$ cat src/rtl/irq_agg_pkg.sv
package irq_agg_pkg;
   localparam int ADDR_W        = 3;
   localparam int NUM_SECT      = 2;
   localparam logic [ADDR_W-1:0] A_SUMMARY = 3'd0;
   localparam logic [ADDR_W-1:0] A_SECT_EN = 3'd1;
   // per-section status address = 2 + 2*section, enable address = 3 + 2*section
   localparam int SECT_BASE     = 2;
endpackage

$ cat src/rtl/irq_src_bank.sv
module irq_src_bank #(
   parameter int NUM_SRC = 8,
   parameter logic [2:0] STAT_ADDR = 3'd2,
   parameter logic [2:0] EN_ADDR   = 3'd3
) (
   input  logic               clk,
   input  logic               rst_n,
   input  logic [NUM_SRC-1:0] evt,
   input  logic               wr_en,
   input  logic [2:0]         addr,
   input  logic [NUM_SRC-1:0] wr_data,
   output logic [NUM_SRC-1:0] status,
   output logic [NUM_SRC-1:0] enable,
   output logic               pending
);
   logic [NUM_SRC-1:0] evt_q;
   logic [NUM_SRC-1:0] rise;
   logic [NUM_SRC-1:0] clr;

   assign rise = evt & ~evt_q;
   assign clr  = (wr_en && addr == STAT_ADDR) ? wr_data : '0;

   always_ff @(posedge clk or negedge rst_n) begin
      if (!rst_n) begin
         evt_q  <= '0;
         status <= '0;
         enable <= '0;
      end else begin
         evt_q  <= evt;
         status <= (status & ~clr) | rise;
         if (wr_en && addr == EN_ADDR) enable <= wr_data;
      end
   end

   assign pending = |(status & enable);

   // every rising edge is recorded on the next edge
   a_r2_set_on_rise: assert property (@(posedge clk) disable iff (!rst_n)
      ((evt & ~evt_q) != '0) |=> ((status & $past(evt & ~evt_q)) == $past(evt & ~evt_q)));
   // set bits stay set unless the host writes 1 to them
   a_r4_sticky: assert property (@(posedge clk) disable iff (!rst_n)
      (status != '0) |=> ((status & $past(status & ~clr)) == $past(status & ~clr)));
   // a cleared bit with no new edge goes to zero
   a_r3_w1c: assert property (@(posedge clk) disable iff (!rst_n)
      (clr != '0) |=> ((status & $past(clr & ~(evt & ~evt_q))) == '0));
endmodule

$ cat src/rtl/irq_sect_level.sv
module irq_sect_level #(
   parameter int NUM_SECT = 2
) (
   input  logic                clk,
   input  logic                rst_n,
   input  logic [NUM_SECT-1:0] pending,
   input  logic                en_wr,
   input  logic [NUM_SECT-1:0] en_data,
   output logic [NUM_SECT-1:0] summary,
   output logic [NUM_SECT-1:0] sect_en,
   output logic                int_n
);
   always_ff @(posedge clk or negedge rst_n) begin
      if (!rst_n)     sect_en <= '0;
      else if (en_wr) sect_en <= en_data;
   end

   assign summary = pending;
   assign int_n   = ~|(summary & sect_en);

   // request only with some section enabled
   a_r7_needs_sect_en: assert property (@(posedge clk) disable iff (!rst_n)
      !int_n |-> (sect_en != '0));
   // no summary bit, no request
   a_r7_quiet_when_idle: assert property (@(posedge clk) disable iff (!rst_n)
      (pending == '0) |-> int_n);
endmodule

$ cat src/rtl/irq_aggregator.sv
module irq_aggregator
   import irq_agg_pkg::*;
#(
   parameter int NUM_SRC = 8,
   parameter int DATA_W  = 8
) (
   input  logic               clk,
   input  logic               rst_n,
   input  logic [NUM_SRC-1:0] rx_evt,
   input  logic [NUM_SRC-1:0] tx_evt,
   input  logic               wr_en,
   input  logic [ADDR_W-1:0]  addr,
   input  logic [DATA_W-1:0]  wr_data,
   output logic [DATA_W-1:0]  rd_data,
   output logic               int_n
);
   localparam int SRC_PAD  = DATA_W - NUM_SRC;
   localparam int SECT_PAD = DATA_W - NUM_SECT;

   if (NUM_SRC > DATA_W) begin : g_bad_width
      $error("NUM_SRC must not exceed DATA_W");
   end
   if (DATA_W <= NUM_SECT) begin : g_bad_data
      $error("DATA_W must exceed the section count");
   end

   logic [NUM_SECT-1:0][NUM_SRC-1:0] evt_all, stat_all, en_all;
   logic [NUM_SECT-1:0][DATA_W-1:0]  stat_w, en_w;
   logic [NUM_SECT-1:0]              pend, summary, sect_en;
   logic [DATA_W-1:0]                summary_w, sect_en_w;

   assign evt_all[0] = rx_evt;
   assign evt_all[1] = tx_evt;

   for (genvar g = 0; g < NUM_SECT; g++) begin : g_sect
      irq_src_bank #(
         .NUM_SRC  (NUM_SRC),
         .STAT_ADDR(3'(SECT_BASE + 2*g)),
         .EN_ADDR  (3'(SECT_BASE + 2*g + 1))
      ) u_bank (
         .clk    (clk),
         .rst_n  (rst_n),
         .evt    (evt_all[g]),
         .wr_en  (wr_en),
         .addr   (addr),
         .wr_data(wr_data[NUM_SRC-1:0]),
         .status (stat_all[g]),
         .enable (en_all[g]),
         .pending(pend[g])
      );
      if (SRC_PAD == 0) begin : g_full
         assign stat_w[g] = stat_all[g];
         assign en_w[g]   = en_all[g];
      end else begin : g_pad
         assign stat_w[g] = {{SRC_PAD{1'b0}}, stat_all[g]};
         assign en_w[g]   = {{SRC_PAD{1'b0}}, en_all[g]};
      end
      // a section with nothing enabled pending shows no summary
      a_r6_summary_clear: assert property (@(posedge clk) disable iff (!rst_n)
         ((stat_all[g] & en_all[g]) == '0) |-> !summary[g]);
   end

   irq_sect_level #(.NUM_SECT(NUM_SECT)) u_sect (
      .clk    (clk),
      .rst_n  (rst_n),
      .pending(pend),
      .en_wr  (wr_en && addr == A_SECT_EN),
      .en_data(wr_data[NUM_SECT-1:0]),
      .summary(summary),
      .sect_en(sect_en),
      .int_n  (int_n)
   );

   assign summary_w = {{SECT_PAD{1'b0}}, summary};
   assign sect_en_w = {{SECT_PAD{1'b0}}, sect_en};

   always_comb begin
      case (addr)
         A_SUMMARY: rd_data = summary_w;
         A_SECT_EN: rd_data = sect_en_w;
         3'd2:      rd_data = stat_w[0];
         3'd3:      rd_data = en_w[0];
         3'd4:      rd_data = stat_w[1];
         3'd5:      rd_data = en_w[1];
         default:   rd_data = '0;
      endcase
   end

   // unused addresses read zero
   a_r9_unused_zero: assert property (@(posedge clk) disable iff (!rst_n)
      (addr > 3'd5) |-> (rd_data == '0));
endmodule

$ cat config.mk
export PLATFORM = sky130hd
export DESIGN_NAME = irq_aggregator
export DESIGN_NICKNAME = d
export VERILOG_FILES = /design/src/rtl/irq_agg_pkg.sv /design/src/rtl/irq_src_bank.sv /design/src/rtl/irq_sect_level.sv /design/src/rtl/irq_aggregator.sv
export SDC_FILE = /design/constraint.sdc
export NUM_CORES = 1
export LEC_CHECK = 0
export ABC_CLOCK_PERIOD_IN_PS = 2670
export BUFFER_PORTS_ARGS = -buffer_cell sky130_fd_sc_hd__buf_2
export CORE_MARGIN = 2
export CORE_UTILIZATION = 45
export CTS_CLUSTER_DIAMETER = 120
export CTS_CLUSTER_SIZE = 30
export DETAILED_ROUTE_END_ITERATION = 8
export PLACE_DENSITY = 0.65
export SYNTH_ARGS = -nofsm -noshare
export SYNTH_HDL_FRONTEND = slang
export SYNTH_SLANG_ARGS = --single-unit
$ cat constraint.sdc
create_clock -name clk -period 2.67 [get_ports clk]
set_input_delay 0.534 -clock clk [delete_from_list [all_inputs] [get_ports clk]]
set_output_delay 0.534 -clock clk [all_outputs]
set_load 0.01 [all_outputs]
# == After elaboration in Yosys (flattened, before gate mapping) ==
# Cells that the tools add are included.
# totals
register_bits,50
inputBits,30
out_inout_bits,9
wordCells,38
# classes
eq_ne,5
mux,3
bitwise_logic,13
reduce_logical,10
# ops
cell,count
bitwise AND 8 bit,6
case mux 8 bit (6 select lines),1
inverter 8 bit,4
2-to-1 mux 8 bit,2
OR 8 bit,2
OR reduction 8 bit,2
equality test 3 x 2 -> 1 bit (second input constant),2
equality test 3 bit (second input constant),2
logical AND 1 bit,5
equality test 3 x 1 -> 1 bit (second input constant),1
logical NOT 3 bit,1
bitwise AND 2 bit,1
OR reduction 2 bit,1
logical NOT 1 bit,1

# == Logic depth before layout (Yosys ltp) ==
# Gate-level depths: netlist of the first run.
# logic_depth
depth_word,6
depth_mapped,5

# == Modules after synthesis ==
# Synthesis of the first run repeated with hierarchy kept, for this count alone.
# hier_totals
hier_cells,190
area_unflattened_um2,2316.0
# modules_own_cells
mod,n_inst,cells_per_inst,area_per_inst_um2,seq_area_each_um2
irq_src_bank,2,72,954.7,600.6
irq_aggregator,1,39,311.5,0.0
irq_sect_level,1,7,95.1,50.0

# == Worst setup path after synthesis of the first run ==
# No wires, ideal clock.
# synth_path
path_type,input to output
startpoint,input addr[0]
endpoint,output rd_data[0]
arrival_time_ns,1.308
path_slack_ns,0.828
stages,5
n_path_buf,2
cell_sequence,buf_6 > buf_6 > mux2i_1 > o22ai_1 > a211o_1
# synth_between
elab_chain_cells,2
elab_cells_between_ends,7
cone_classes,eq/ne (5); mux (1); reduce/logical (1)
# synth_lines
item,line_no,text
"start, declared",irq_aggregator.sv:12,"input logic [ADDR_W-1:0] addr,"
"equality test 3 bit, or another cell as far along",irq_aggregator.sv:78,case (addr)
case mux 8 bit (6 select lines) (*),irq_aggregator.sv:78,
"end, declared",irq_aggregator.sv:14,"output logic [DATA_W-1:0] rd_data,"
# Mark *: on every way between the ends. The rest lies on a longest branch, timed or not.

# == Worst setup path after layout of the first run ==
# Ends and elaborated chain as after synthesis.

==> run metrics, run 1 <==
synthesized area=0.00224 mm²; CTS tree=done; DR WL/cell=17.0 µm; Post-synth EDFFs=0; CP bufs+invs=3; setup total negative slack=0 ps; max-cap violation count=0; Required @ worst endpoint=2140 ps; Starting Density=0.471; CTS clk-pin slew, worst paths=90 ps; fin crit period=2230 ps; Slowest-stage cell, CP=buf_2; peak supply drop=343 µV; top cell family by delay on the critical path=buffers and inverters; ranking of synthesized cells by area=dfrtp_1 (56%), mux2_2 (9.1%), mux2i_1 (6.7%); reg2reg end=g_sect[0].u_bank.enable[3]; CP cell instances=buf_2, buf_4, nand2_1, nor3_1, a211o_1, buf_2; Pleak=1.25 nW; DRT Pass-1 Iters=4; vias in the first global route=1664; status=completed; synth cell count leaders=dfrtp_1 (50), mux2_2 (18), nand2_1 (17), a22o_1 (16), inv_1 (16); drt total wl=4800 µm; Final period util=0.834; most frequent cell after synthesis=dfrtp_1; Area Growth Syn to Fin=13.4%; Max FO, Critical Path=15; CTS Root Cell=clkbuf_8; Longest Clk Path Bufs=2; Worst-Skew Late Latency=290 ps; Post-Syn Nets=204; Setup Fix Bufs, Post-CTS=0; worst slew pin tran=520 ps; CTS buffer count=5; type of origin of the critical path=primary input; die height=74.5 µm; chip width=74.5 µm; Worst Hold Class=in -> async; Clock Skew=2.93 ps; layout cells sized above 1=0.316; antenna-violating nets left=0; fin cells=282; FP Rows=25; hold buffer count at cts=0; Pwr per Cell Area=640 mW/mm²; final hold viol count=0; CP endpoint kind=output pin; die area=0.00555 mm²; #FFs+latches synth=50; worst r2r path cells=1; relative slew slack=0.653; HPWL Detailed=3550 µm; Core Box Area=0.00475 mm²; via total after detailed routing=1555; Vias/cell=5.51; top-area cell type share of the netlist area=0.559; CP peak stage delay=310 ps; Fillers=441; Post-CTS Resized=0; IO Pins=39; DRT iter0 DRCs=96; DRC=0; GRT Overall Usage=0.199; Crit path arrival time=1690 ps; # diodes=0; first-pass GRT wire length=8140 µm; most used cell along the critical path=buf_2; Port Buffers=38; FMAX=449 MHz; largest net degree at the start of global routing=24; Cells after Synth=174; Final setup viols=0; area leader, netlist=dfrtp_1; sequential fraction of the synthesis area=0.559; initial antenna violation count=0; Final nets=244; Sink Count=50; RSZ-0062 raised after global routing=no; Max H-tree Level=2; Post-synth ARST share=1.00; Worst R2R Setup Slack=1870 ps; Worst Setup Path Type=in -> out; Most used DFF post-synth=dfrtp_1; Avg Cell Area, Syn=12.9 µm²; count of different cell masters after synthesis=21; Synth warnings=0; Final Slew Violations=0; placed cells=274; Routability Congestion=0.888; GR Overflow Total=0; Reg2Reg Launch Point=g_sect[0].u_bank.enable[3]
[flip-flops by register name, summed over array words and instances, names as in the netlist]
name                  flops
g_sect.u_bank.enable     16
g_sect.u_bank.evt_q      16
g_sect.u_bank.status     16
u_sect.sect_en            2
[routing by layer]
metal  vias up  track usage  part of all wire
li1        710            -                 -
met1       808        0.267              0.45
met2        31        0.324              0.50
met3         6       0.0366             0.031
met4         0       0.0714             0.014
met5         -            0                 0
[layout make-up]
| cell class | instances | area (µm²) | share of cell area |
|---|---|---|---|
| flip-flops and latches | 50 | 1250 | 0.493 |
| multi-input cells | 100 | 840 | 0.331 |
| repair buffers | 41 | 213 | 0.0838 |
| clock buffers | 7 | 86.3 | 0.0340 |
| well taps | 67 | 83.8 | 0.0330 |
| inverters | 16 | 60.1 | 0.0237 |
| clock inverters | 1 | 5.00 | 0.00197 |
[report_power, final]
part	leakage [nW]	total [mW]	switching [mW]	internal, mW
combinational	0.652	0.271	0.128	0.142
sequential	0.551	0.914	0.0691	0.845
clock	0.0482	0.439	0.230	0.209
[per-stage QoR]
stage / power (mW) / instance area [µm²] / utilization / setup WS, ps / hold WS (ps)
after floorplan: 1.09 / 2240 / - / 828 / 238
after global placement: 1.18 / 2450 / 0.515 / 554 / 514
after detailed placement: 1.20 / 2450 / 0.515 / 438 / 523
after CTS: 1.64 / 2540 / 0.534 / 442 / 216
after global routing: 1.71 / 2540 / 0.534 / 324 / 233
final: 1.62 / 2540 / 0.534 / 442 / 204
[cell families (layout without fill, tap and decap cells)]
kind of cell,Yosys count,after routing,share of synthesized area
compound gates,36,36,0.125
buf+inv,24,65,0.0660
flops,50,50,0.559
mux,33,33,0.158
simple gates,31,31,0.0928
[worst max-delay path by stage]
stage	start	end	slack [ps]	cells past startpoint
floorplan	addr[0]	rd_data[0]	830	5
global placement	addr[0]	rd_data[5]	550	5
detailed placement	addr[0]	rd_data[0]	440	6
CTS	addr[0]	rd_data[0]	440	6
global route	addr[0]	rd_data[0]	320	6
finish	addr[0]	rd_data[0]	440	6
[cells in the final DEF, fill, tap and decap left out]
master / instances
mux2i_1: 15
a22oi_1: 9
nand4_1: 2
mux2_2: 18
nand2_1: 17
nand3b_1: 2
dfrtp_1: 50
buf_2: 38
clkbuf_1: 1
and4bb_1: 3
o22ai_1: 7
buf_4: 3
a211o_1: 2
nand4b_1: 1
clkbuf_8: 6
nand2b_1: 2
a21oi_1: 1
a22o_1: 16
nand4b_4: 2
o21ai_0: 1
nor3_1: 2
clkinv_2: 1
inv_1: 16
No activity file was read; power rests on OpenSTA's default activity.
==> run 2, diff against run 1 <==
- ABC_CLOCK_PERIOD_IN_PS: 2670 -> 2200
- clock period: 2.67 -> 2.2 ns (I/O delays scaled with it)
==> run 2 against run 1 <==
Net effect: via count is 3.2% lower; critical endpoint is now rd_data[1]; hold slack better by 31 ps; sequential power is 21% higher; clock skew is 7.6 ps higher; global-route usage is 1.4 points lower; die area stayed put; clock-buffer cell count is 1 lower; non-clock buffer count is 1 lower; register-to-register slack worse by 470 ps; power is 23% higher.
==> run metrics, run 2 (synthesized netlist as in run 1, its figures left out) <==
area occupied by multi-input gates=840 µm² (unchanged); most frequent cells in the layout=dfrtp_1 (50), buf_2 (38), mux2_2 (18) (unchanged); fin crit period=2060 ps; Area Growth Syn to Fin=13.2% (was 13.4%); worst slew pin tran=624 ps (was 520 ps); GRT Overall Usage=0.184 (was 0.199); CP endpoint kind=output pin (unchanged); Storage cell area=0.00125 mm² (unchanged); Required @ worst endpoint=1760 ps (was 2140 ps); largest net degree at the start of global routing=51 (was 24); DRT Pass-1 Iters=4 (unchanged); HPWL Detailed=3340 µm (was 3550 µm); Crit path arrival time=1620 ps (was 1690 ps); switch share=0.272 (was 0.263); IO Pins=39 (unchanged); GR Overflow Total=0 (unchanged); Final period util=0.938; CTS clk-pin slew, worst paths=100 ps (was 90 ps); CTS buffer count=5 (unchanged); sequential share of power=0.556 (was 0.563); Logic pwr share=0.163 (was 0.167); Max H-tree Level=2 (unchanged); antenna-violating nets left=0 (unchanged); die height=74.5 µm (unchanged); clock share of power=0.281 (was 0.271); final hold viol count=0 (unchanged); # diodes=0 (unchanged); Longest Clk Path Bufs=2 (unchanged); FMAX=484 MHz; max-cap violation count=0 (unchanged); CTS tree=done (unchanged); vias in the first global route=1554 (was 1664); commonest non-fill, non-tap cell in the layout=dfrtp_1 (unchanged); peak supply drop=478 µV (was 343 µV); drt total wl=4770 µm (was 4800 µm); Setup Fix Bufs, Post-CTS=0 (unchanged); Worst-Skew Late Latency=310 ps (was 290 ps); Pwr per Cell Area=786 mW/mm² (was 640 mW/mm²); switching power total=542 µW (was 428 µW); Post-CTS Resized=0 (unchanged); DRC=0 (unchanged); first-pass GRT wire length=7470 µm (was 8140 µm); CTS Root Cell=clkbuf_8 (unchanged); final core utilization=0.533 (was 0.534); Sink Count=50 (unchanged); FP Rows=25 (unchanged); Final Slew Violations=0 (unchanged); DRT iter0 DRCs=95 (was 96); Core Box Area=0.00475 mm² (unchanged); Max FO, Critical Path=3 (was 15); setup total negative slack=0 ps (unchanged); Final setup viols=0 (unchanged); die area=0.00555 mm² (unchanged); Clock Skew=10.6 ps (was 2.93 ps); Vias/cell=5.36 (was 5.51); Port Buffers=38 (unchanged); Top Registers=g_sect.u_bank.enable x16, g_sect.u_bank.evt_q x16, g_sect.u_bank.status x16 (unchanged); hold buffer count at cts=0 (unchanged); Worst Setup Path Type=reg -> out (was in -> out); Power Internal=1.45 mW (was 1.20 mW); Routability Congestion=0.749 (was 0.888); DR WL/cell=17.0 µm (about the same); RSZ-0062 raised after global routing=no (unchanged); Final nets=243 (was 244); Fillers=449 (was 441); type of origin of the critical path=flop (was primary input); Starting Density=0.471 (unchanged); via total after detailed routing=1506 (was 1555); Pleak=1.25 nW (about the same); relative slew slack=0.584 (was 0.653); initial antenna violation count=0 (unchanged); Worst Hold Class=in -> async (unchanged); chip width=74.5 µm (unchanged); layout cells sized above 1=0.318 (was 0.316); status=completed (unchanged)
[run 2: changes by cell type in the layout (fill, tap and decap cells not counted)]
cell	change
buf_4	-1
clkbuf_1	-1
clkinvlp_4	+1
[run 2: per-layer routing]
metal  GRT usage  up-vias  share of wire  wire, µm
met4      0.0575        0         0.0046        22
met5           0        -              0         0
met3      0.0501        2          0.044       211
li1            -      713              -         -
met2       0.291       29           0.49      2340
met1       0.249      762           0.46      2200
[run 2: critical path, stage by stage (launching register included)]
cell and delay (ps):
dfrtp_1 410, a22oi_1 290, nand4_1 170, a211o_1 310
buf_2 140
[run 2: cell type report]
class	instances	share of cell area
Clock buffer	6	0.0326
Clock inverter	2	0.00494
Inverter	16	0.0237
Multi-Input combinational cell	100	0.331
Sequential cell	50	0.494
Tap cell	67	0.0331
Timing Repair Buffer	40	0.0809
[run 2: path summary, 6_finish.rpt]
check                                              to                        from  cells after the start  slack [ps]
setup / recovery                           rd_data[1]  g_sect[1].u_bank.enable[3]                      4         140
hold / removal             g_sect[1].u_bank.status[2]                       rst_n                      2         240
setup reg to reg           g_sect[1].u_bank.enable[3]  g_sect[1].u_bank.enable[3]                      1        1400
hold reg to reg            g_sect[1].u_bank.enable[4]  g_sect[1].u_bank.enable[4]                      1         540
max in group asynchronous  g_sect[0].u_bank.enable[4]                       rst_n                      2        1540
min in group clk            g_sect[1].u_bank.evt_q[7]                   tx_evt[7]                      1         240
[run 2: power by group through the flow]
stage | Combinational, mW | Clock [mW] | Sequential, mW
global placement | 0.315 | 0 | 1.12
floorplan | 0.225 | 0 | 1.10
global route | 0.357 | 0.603 | 1.12
detailed placement | 0.329 | 0 | 1.12
CTS | 0.329 | 0.570 | 1.10
finish | 0.326 | 0.559 | 1.11
[run 2: stage by stage]
stage | cells | worst slack, ps | area (µm²) | hold WS [ps] | power (mW)
floorplan | 174 | 546 | 2240 | 144 | 1.32
global placement | 273 | 229 | 2440 | 519 | 1.43
detailed placement | 273 | 200 | 2440 | 514 | 1.45
CTS | 281 | 141 | 2530 | 239 | 2.00
global route | 281 | 49.2 | 2530 | 236 | 2.08
finish | 281 | 136 | 2530 | 235 | 1.99
==> run 3, diff against run 2 <==
- CAP_MARGIN: default -> 5
- PLACE_DENSITY: 0.65 -> 0.7
==> run 3 against run 2 <==
Net effect: combinational power barely moved; clock power rose by 13%; die area did not move; largest cell class unchanged; largest power group unchanged.
==> run metrics, run 3 (synthesized netlist as in run 1, its figures left out) <==
Worst R2R Setup Slack=1410 ps (was 1400 ps); Pwr per Cell Area=806 mW/mm² (was 786 mW/mm²); DRT Pass-1 Iters=4 (unchanged); CTS clk-pin slew, worst paths=90 ps (was 100 ps); IO Pins=39 (unchanged); type of origin of the critical path=flop (unchanged); final core utilization=0.539 (was 0.533); CP Launch Point=g_sect[1].u_bank.status[3] (was g_sect[1].u_bank.enable[3]); DR WL/cell=15.8 µm (was 17.0 µm); Clock Skew=4.71 ps (was 10.6 ps); Setup Fix Bufs, Post-CTS=0 (unchanged); area occupied by multi-input gates=840 µm² (unchanged); Area Growth Syn to Fin=14.4% (was 13.2%); vias in the first global route=1432 (was 1554); Fillers=422 (was 449); antenna-violating nets left=0 (unchanged); sequential share of power=0.535 (was 0.556); Core Box Area=0.00475 mm² (unchanged); GR Overflow Total=0 (unchanged); via total after detailed routing=1524 (was 1506); Vias/cell=5.39 (was 5.36); fin crit period=2060 ps (about the same); fin cells=283 (was 281); clock share of power=0.307 (was 0.281); RSZ-0062 raised after global routing=no (unchanged); CTS Root Cell=clkbuf_8 (unchanged); peak supply drop=369 µV (was 478 µV); placed cells=275 (was 273); switching power total=526 µW (was 542 µW); FMAX=485 MHz (was 484 MHz); Power Total=2.06 mW (was 1.99 mW); DRC=0 (unchanged); worst slew pin tran=632 ps (was 624 ps); switch share=0.255 (was 0.272); GRT Overall Usage=0.176 (was 0.184); final hold viol count=0 (unchanged); # diodes=0 (unchanged); Setup WS post-layout=139 ps (was 136 ps); largest net degree at the start of global routing=51 (unchanged); commonest non-fill, non-tap cell in the layout=dfrtp_1 (unchanged); HPWL Detailed=3110 µm (was 3340 µm); Sink Count=50 (unchanged); Routability Congestion=0.730 (was 0.749); most frequent cells in the layout=dfrtp_1 (50), buf_2 (38), mux2_2 (18) (unchanged); die area=0.00555 mm² (unchanged); Max H-tree Level=2 (unchanged); FP Rows=25 (unchanged); Required @ worst endpoint=1760 ps (about the same); worst hold margin=220 ps (was 235 ps); Storage cell area=0.00125 mm² (unchanged); Finished Cell Area=0.00256 mm² (was 0.00253 mm²); Pleak=1.26 nW (was 1.25 nW); DRT iter0 DRCs=148 (was 95); max-cap violation count=0 (unchanged); reg2reg end=g_sect[0].u_bank.enable[5] (was g_sect[1].u_bank.enable[3]); CP endpoint kind=output pin (unchanged); Final setup viols=0 (unchanged); Max FO, Critical Path=3 (unchanged); first-pass GRT wire length=7130 µm (was 7470 µm); Reg2Reg Launch Point=g_sect[0].u_bank.enable[5] (was g_sect[1].u_bank.enable[3]); Longest Clk Path Bufs=2 (unchanged); setup total negative slack=0 ps (unchanged); initial antenna violation count=0 (unchanged); layout cells sized above 1=0.315 (was 0.318); dpl ws=297 ps (was 200 ps); Port Buffers=38 (unchanged); CTS tree=done (unchanged); Final period util=0.937 (was 0.938); Worst Setup Path Type=reg -> out (unchanged); DP Area=0.00245 mm² (was 0.00244 mm²); status=completed (unchanged); Crit path arrival time=1620 ps (about the same); Worst-Skew Late Latency=300 ps (was 310 ps); relative slew slack=0.579 (was 0.584); die height=74.5 µm (unchanged); chip width=74.5 µm (unchanged); Top Registers=g_sect.u_bank.enable x16, g_sect.u_bank.evt_q x16, g_sect.u_bank.status x16 (unchanged); Power Internal=1.54 mW (was 1.45 mW); Worst Hold Class=in -> async (unchanged); drt total wl=4470 µm (was 4770 µm); CTS buffer count=5 (unchanged); Final nets=245 (was 243); Final Slew Violations=0 (unchanged); worst r2r path cells=1 (unchanged); hold buffer count at cts=0 (unchanged); Post-CTS Resized=0 (unchanged); Logic pwr share=0.158 (was 0.163); Starting Density=0.471 (unchanged)
[run 3: cell types whose count changed in the layout (fill, tap and decap cells not counted)]
cell        before  now
buf_4            2    4
bufinv_16        0    1
clkbuf_1         0    2
clkbuf_8         6    5
clkinv_2         1    0
clkinvlp_4       1    0
[run 3: layout make-up]
cell class | count | area share
clock inverters | 1 | 0.0117
well taps | 67 | 0.0327
flip-flops and latches | 50 | 0.489
multi-input cells | 100 | 0.328
repair buffers | 42 | 0.0860
clock buffers | 7 | 0.0298
inverters | 16 | 0.0234
[run 3: routing by layer]
metal	vias up	part of all wire	global-route usage
li1	717	-	-
met1	757	0.47	0.248
met2	43	0.47	0.268
met3	7	0.046	0.0407
met4	0	0.016	0.0655
met5	-	0	0
[run 3: worst max-delay path by stage]
stage	cells past startpoint	end	slack [ps]
finish	4	rd_data[1]	140
global route	4	rd_data[1]	70
detailed placement	5	rd_data[3]	300
floorplan	5	rd_data[0]	550
CTS	4	rd_data[1]	120
global placement	5	rd_data[0]	280
[run 3: power groups by stage]
stage	sequential (mW)	combinational (mW)	clock, mW
3_3_place_gp	1.12	0.320	0
4_1_cts	1.10	0.331	0.657
6_report	1.11	0.326	0.634
5_1_grt	1.12	0.359	0.686
3_5_place_dp	1.12	0.329	0
2_1_floorplan	1.10	0.225	0
[run 3: worst max-delay path, stage by stage (launching register included)]
cell     delay (ps)
dfrtp_1         410
a22oi_1         280
nand4_1         170
a211o_1         310
buf_2           140
